## config.mk

```make
export PLATFORM = sky130hd
export DESIGN_NAME = outbound_window_decoder
export DESIGN_NICKNAME = d
export VERILOG_FILES = /design/src/rtl/odec_pkg.sv /design/src/rtl/odec_cfg_regs.sv /design/src/rtl/odec_window_mask.sv /design/src/rtl/odec_lookup.sv /design/src/rtl/outbound_window_decoder.sv
export SDC_FILE = /design/constraint.sdc
export NUM_CORES = 1
export LEC_CHECK = 0
export CAP_MARGIN = 5
export CORE_MARGIN = 3
export CORE_UTILIZATION = 23
export DETAILED_ROUTE_END_ITERATION = 10
export SYNTH_ARGS = -nofsm -noshare
export SYNTH_HDL_FRONTEND = slang
export SYNTH_SLANG_ARGS = --single-unit
```

## constraint.sdc

```tcl
create_clock -name clk -period 1.45 [get_ports clk]
set_input_delay 0.2175 -clock clk [delete_from_list [all_inputs] [get_ports clk]]
set_output_delay 0.2175 -clock clk [all_outputs]
set_load 0.005 [all_outputs]
```

## src/rtl/odec_pkg.sv

```systemverilog
package odec_pkg;

    localparam int ADDR_W     = 32;
    localparam int IDX_W      = 5;
    localparam int CHUNKS     = 1 << IDX_W;
    localparam int CHUNK_LSB  = 23;
    localparam int TAG_W      = ADDR_W - CHUNK_LSB - IDX_W;
    localparam int MODE_W     = 2;
    localparam int MODE_LSB   = 7;
    localparam logic [MODE_W-1:0] MODE_FWD = 2'b01;
    localparam logic [TAG_W-1:0]  REGION_TAG = '1;

    typedef enum logic {
        SEL_ENABLE = 1'b0,
        SEL_CTRL   = 1'b1
    } cfg_sel_e;

    typedef struct packed {
        logic             hit;
        logic [IDX_W-1:0] chunk;
    } fwd_result_t;

    // Chunk indices at both ends of the region are reserved.
    function automatic logic chunk_reserved(input int idx);
        return (idx == 0) || (idx == CHUNKS - 1);
    endfunction

endpackage

```

## src/rtl/odec_cfg_regs.sv

```systemverilog
module odec_cfg_regs
    import odec_pkg::*;
#(
    parameter int DATA_W = 32
) (
    input  logic              clk,
    input  logic              rst,
    input  logic              wr_en,
    input  cfg_sel_e          wr_sel,
    input  logic [DATA_W-1:0] wr_data,
    input  cfg_sel_e          rd_sel,
    output logic [DATA_W-1:0] rd_data,
    output logic [DATA_W-1:0] enable_q,
    output logic [DATA_W-1:0] ctrl_q
);

    always_ff @(posedge clk) begin
        if (rst) begin
            enable_q <= '0;
            ctrl_q   <= '0;
        end else if (wr_en) begin
            if (wr_sel == SEL_ENABLE) begin
                enable_q <= wr_data;
            end else begin
                ctrl_q <= wr_data;
            end
        end
    end

    always_comb begin
        unique case (rd_sel)
            SEL_ENABLE: rd_data = enable_q;
            SEL_CTRL:   rd_data = ctrl_q;
            default:    rd_data = '0;
        endcase
    end

endmodule

```

## src/rtl/odec_window_mask.sv

```systemverilog
module odec_window_mask
    import odec_pkg::*;
#(
    parameter int                 N_CHUNKS = CHUNKS,
    parameter int                 M_W      = MODE_W,
    parameter logic [M_W-1:0]     M_ON     = MODE_FWD
) (
    input  logic [N_CHUNKS-1:0] enable_bits,
    input  logic [M_W-1:0]      mode,
    output logic [N_CHUNKS-1:0] active
);

    logic gate_on;
    assign gate_on = (mode == M_ON);

    for (genvar g = 0; g < N_CHUNKS; g++) begin : g_win
        if (g == 0 || g == N_CHUNKS - 1) begin : g_fixed_off
            logic unused_en;
            assign unused_en = enable_bits[g];
            assign active[g] = 1'b0;
        end else begin : g_gated
            assign active[g] = enable_bits[g] & gate_on;
        end
    end

endmodule

```

## src/rtl/odec_lookup.sv

```systemverilog
module odec_lookup
    import odec_pkg::*;
#(
    parameter int               I_W = IDX_W,
    parameter int               T_W = TAG_W,
    parameter logic [T_W-1:0]   TAG = REGION_TAG
) (
    input  logic                clk,
    input  logic                rst,
    input  logic                req_valid,
    input  logic [T_W+I_W-1:0]  req_upper,
    input  logic [(1<<I_W)-1:0] active,
    output logic                res_valid,
    output fwd_result_t         res
);

    logic [T_W-1:0] tag;
    logic           in_region;
    fwd_result_t    res_next;

    assign tag = req_upper[T_W+I_W-1 -: T_W];

    always_comb begin
        in_region      = (tag == TAG);
        res_next.chunk = in_region ? req_upper[I_W-1:0] : '0;
        res_next.hit   = in_region && active[res_next.chunk];
    end

    always_ff @(posedge clk) begin
        if (rst) begin
            res_valid <= 1'b0;
            res       <= '0;
        end else begin
            res_valid <= req_valid;
            if (req_valid) begin
                res <= res_next;
            end
        end
    end

endmodule

```

## src/rtl/outbound_window_decoder.sv

```systemverilog
module outbound_window_decoder
    import odec_pkg::*;
(
    input  logic              clk,
    input  logic              rst,
    input  logic              cfg_wr_en,
    input  logic              cfg_wr_sel,
    input  logic [ADDR_W-1:0] cfg_wr_data,
    input  logic              cfg_rd_sel,
    output logic [ADDR_W-1:0] cfg_rd_data,
    input  logic              req_valid,
    input  logic [ADDR_W-1:0] req_addr,
    output logic              fwd_valid,
    output logic              fwd_hit,
    output logic [IDX_W-1:0]  fwd_chunk,
    output logic [CHUNKS-1:0] active_mask
);

    logic [ADDR_W-1:0] enable_word;
    logic [ADDR_W-1:0] ctrl_word;
    fwd_result_t       result;
    logic              unused_low;

    assign unused_low = &{1'b0, req_addr[CHUNK_LSB-1:0],
                          ctrl_word[ADDR_W-1:MODE_LSB+MODE_W],
                          ctrl_word[MODE_LSB-1:0]};

    odec_cfg_regs #(.DATA_W(ADDR_W)) u_regs (
        .clk      (clk),
        .rst      (rst),
        .wr_en    (cfg_wr_en),
        .wr_sel   (cfg_sel_e'(cfg_wr_sel)),
        .wr_data  (cfg_wr_data),
        .rd_sel   (cfg_sel_e'(cfg_rd_sel)),
        .rd_data  (cfg_rd_data),
        .enable_q (enable_word),
        .ctrl_q   (ctrl_word)
    );

    odec_window_mask u_mask (
        .enable_bits (enable_word[CHUNKS-1:0]),
        .mode        (ctrl_word[MODE_LSB +: MODE_W]),
        .active      (active_mask)
    );

    odec_lookup u_lookup (
        .clk       (clk),
        .rst       (rst),
        .req_valid (req_valid),
        .req_upper (req_addr[ADDR_W-1:CHUNK_LSB]),
        .active    (active_mask),
        .res_valid (fwd_valid),
        .res       (result)
    );

    assign fwd_hit   = result.hit;
    assign fwd_chunk = result.chunk;

endmodule

```

==> impl_metrics.toml <==
[outcome]
status = "complete, but fails checks"
violations = "negative setup slack"

[synth]
synth_cell_type_count = 36
netlist_instances = 426
yosysTopAreaCell = "dfxtp_1"
synth_seq_cells = 71
async_reset_ff_share_pct = 0
synth_area_sq_mm = 0.00339
synth_edf_count = 0
ys_seq_area_share_pct = 41.9
synthFlopType = "dfxtp_1"
synthDominantCellAreaShare_pct = 41.9
yosysWarnings = 0
synth.avg_cell_area_sq_um = 7.96
synth.area.top_cells = "dfxtp_1, nand2_1, mux2_2"

[power]
p_int_w = 0.00369
seq_power_share_pct = 42.8
switching_share_pct = 24.5
p_per_area_mw_per_mm2 = 910
power.switching_w = 0.00120
ir_drop_mv = 0.501
p_comb_share_pct = 15.5
pwr-share-clk_pct = 41.7
p_leak_nw = 2.29

[timing]
fmax_ghz = 0.567
fin_ws_ns = -0.315
rsz0062_at_grt = "true"
fin_crit_ns = 1.76
fin_crit_sh_pct = 122
slew_violations = 0
fin_worst_skew_ns = 0.00293
final_hold_viol_count = 0
setup_violations = 33

[layout]
layout_commonest_cell = "nand2_1"
fin_cells = 751
postLayoutCellArea_sq_mm = 0.00538
multi_input_area_sq_mm = 0.00190
syn_to_final_growth_pct = 58.6
fin_nets = 635
regArea_sq_mm = 0.00146
post-route-util_pct = 38.0
drive_gt1_share_pct = 34.7
final_cell_mix = "nand2_1, a21oi_1, clkdlybuf4s50_1"
nFillCells = 1468

[place]
routabilityCongestion = 0.865
dp_hpwl_microns = 8440
io_buffers = 115
dp_cells = 724
place_area_sq_mm = 0.00499

[floorplanning]
rows = 43
fp.dieArea_sq_mm = 0.0162
core_sq_mm = 0.0141
die_x_microns = 127
pin_count = 141
start_util_pct = 24.0
fp.dieH_microns = 127

[route]
drc_errors = 0
ant_nets = 0
wl_per_cell_microns = 15.9
vias = 3434
routed_wl_microns = 11900
via_per_inst = 4.57
first_pass_iters = 4
drt_iter0_drc = 207

[clock_tree]
cts_htree_levels = 3
cts_tree = "built"
insertion_delay_ns = 0.33
cts_hold_buffers = 0
cts_made_buffers = 9
root_buffer = "clkbuf_16"
clk_pin_slew_ns = 0.05
clock-sinks = 71
cts_buffer_depth = 2

[global_routing]
antenna_found_initial = 1
grt_pass1_vias = 3472
grt-ovfl-total = 0
grt_pass1_wl_microns = 18600
grt_max_degree = 33
grtUsageTotal_pct = 14.5

[critical_path]
arrival_ns = 2.00
crit_type = "reg -> reg"
critPathMaxFanout = 3
required_ns = 1.69
end_kind = "flop"
startpoint_type = "flop"

[worst_hold_path]
min_path_type = "in -> reg"

[job]
drv_cap = 0
cell type report:
type                    instances  share of cell area (%)
multi-input cells             318                    35.2
repair buffers                163                    28.2
flip-flops and latches         71                    27.0
clock buffers                  12                    4.77
well taps                     180                    4.19
clock inverters                 4                   0.372
inverters                       2                   0.140
diodes                          1                  0.0465
state kept, by name, indices dropped and copies added, names as in the netlist:
signal,count
u_lookup.res,6
u_lookup.res_valid,1
u_regs.ctrl_q,32
u_regs.enable_q,32
path summary, 6_finish.rpt:
path | startpoint | to | slack [ns] | cells past startpoint
max | u_regs.ctrl_q[8]$_SDFFE_PP0P_ | u_lookup.res[5]$_SDFFE_PP0P_ | -0.31 | 8
min reg2reg | u_regs.enable_q[0]$_SDFFE_PP0P_ | u_regs.enable_q[0]$_SDFFE_PP0P_ | 0.45 | 2
min | rst | u_lookup.res[5]$_SDFFE_PP0P_ | 0.24 | 2
max reg2reg | u_regs.ctrl_q[8]$_SDFFE_PP0P_ | u_lookup.res[5]$_SDFFE_PP0P_ | -0.31 | 8
cells by family after synthesis:
kind of cell / share of synthesized area (%)
buffers and inverters: 4.94
muxes: 14.3
DFF: 41.9
AOI/OAI and AO/OA: 14.0
and+or+nand+nor: 24.8
other: 0.111
worst max-delay path, stage by stage (launching register included):
cell and delay (ns):
dfxtp_2 0.32, and2b_2 0.25, buf_12 0.12, buf_6 0.08, and2_4 0.15, a22oi_2 0.05, a221o_1 0.34, and3_4 0.19
o32ai_2 0.18
metal layers:
metal,share of wire [%],global-route usage (%),routed length (microns),vias to the layer above
li1,-,-,-,1707
met1,45,18.9,5310,1600
met2,47,24.0,5660,111
met3,6.8,4.14,806,14
met4,1.2,3.15,145,2
met5,0.11,0,13,-
power by group through the flow:
stage	registers (W)	clock network, W	logic [W]
after floorplan	0.00212	0	0.000326
after global placement	0.00214	0	0.000732
after detailed placement	0.00214	0	0.000746
after CTS	0.00210	0.00210	0.000751
after global routing	0.00211	0.00218	0.000828
final	0.00210	0.00204	0.000758
what timing repair did:
action,4_1_cts,5_1_grt
buffers inserted,6,2
setup endpoints to repair,63,35
pin swaps,7,0
resized for setup,225,33
gates cloned,2,0
synthesized netlist by cell type, drive strengths merged, types with 2 or more instances:
library cell	instances
dfxtp	71
o21ai	3
inv	2
a221oi	2
and2	31
a21oi	71
nor2b	2
clkbuf	27
mux2i	3
nand2b	7
a31oi	4
buf	9
and2b	2
nand2	131
nand3	6
nor2	2
mux2	38
nor3	2
stage by stage:
stage	hold slack [ns]	TNS (ns)	total power [W]	setup WS (ns)
2_1_floorplan	0.346	-0.0355	0.00244	-0.0355
4_1_cts	0.228	-7.53	0.00495	-0.318
6_report	0.239	-6.26	0.00489	-0.315
5_1_grt	0.255	-8.06	0.00512	-0.404
3_3_place_gp	0.438	-8.26	0.00287	-0.682
3_5_place_dp	0.447	-8.43	0.00288	-0.728
No activity file was read; power rests on OpenSTA's default activity.
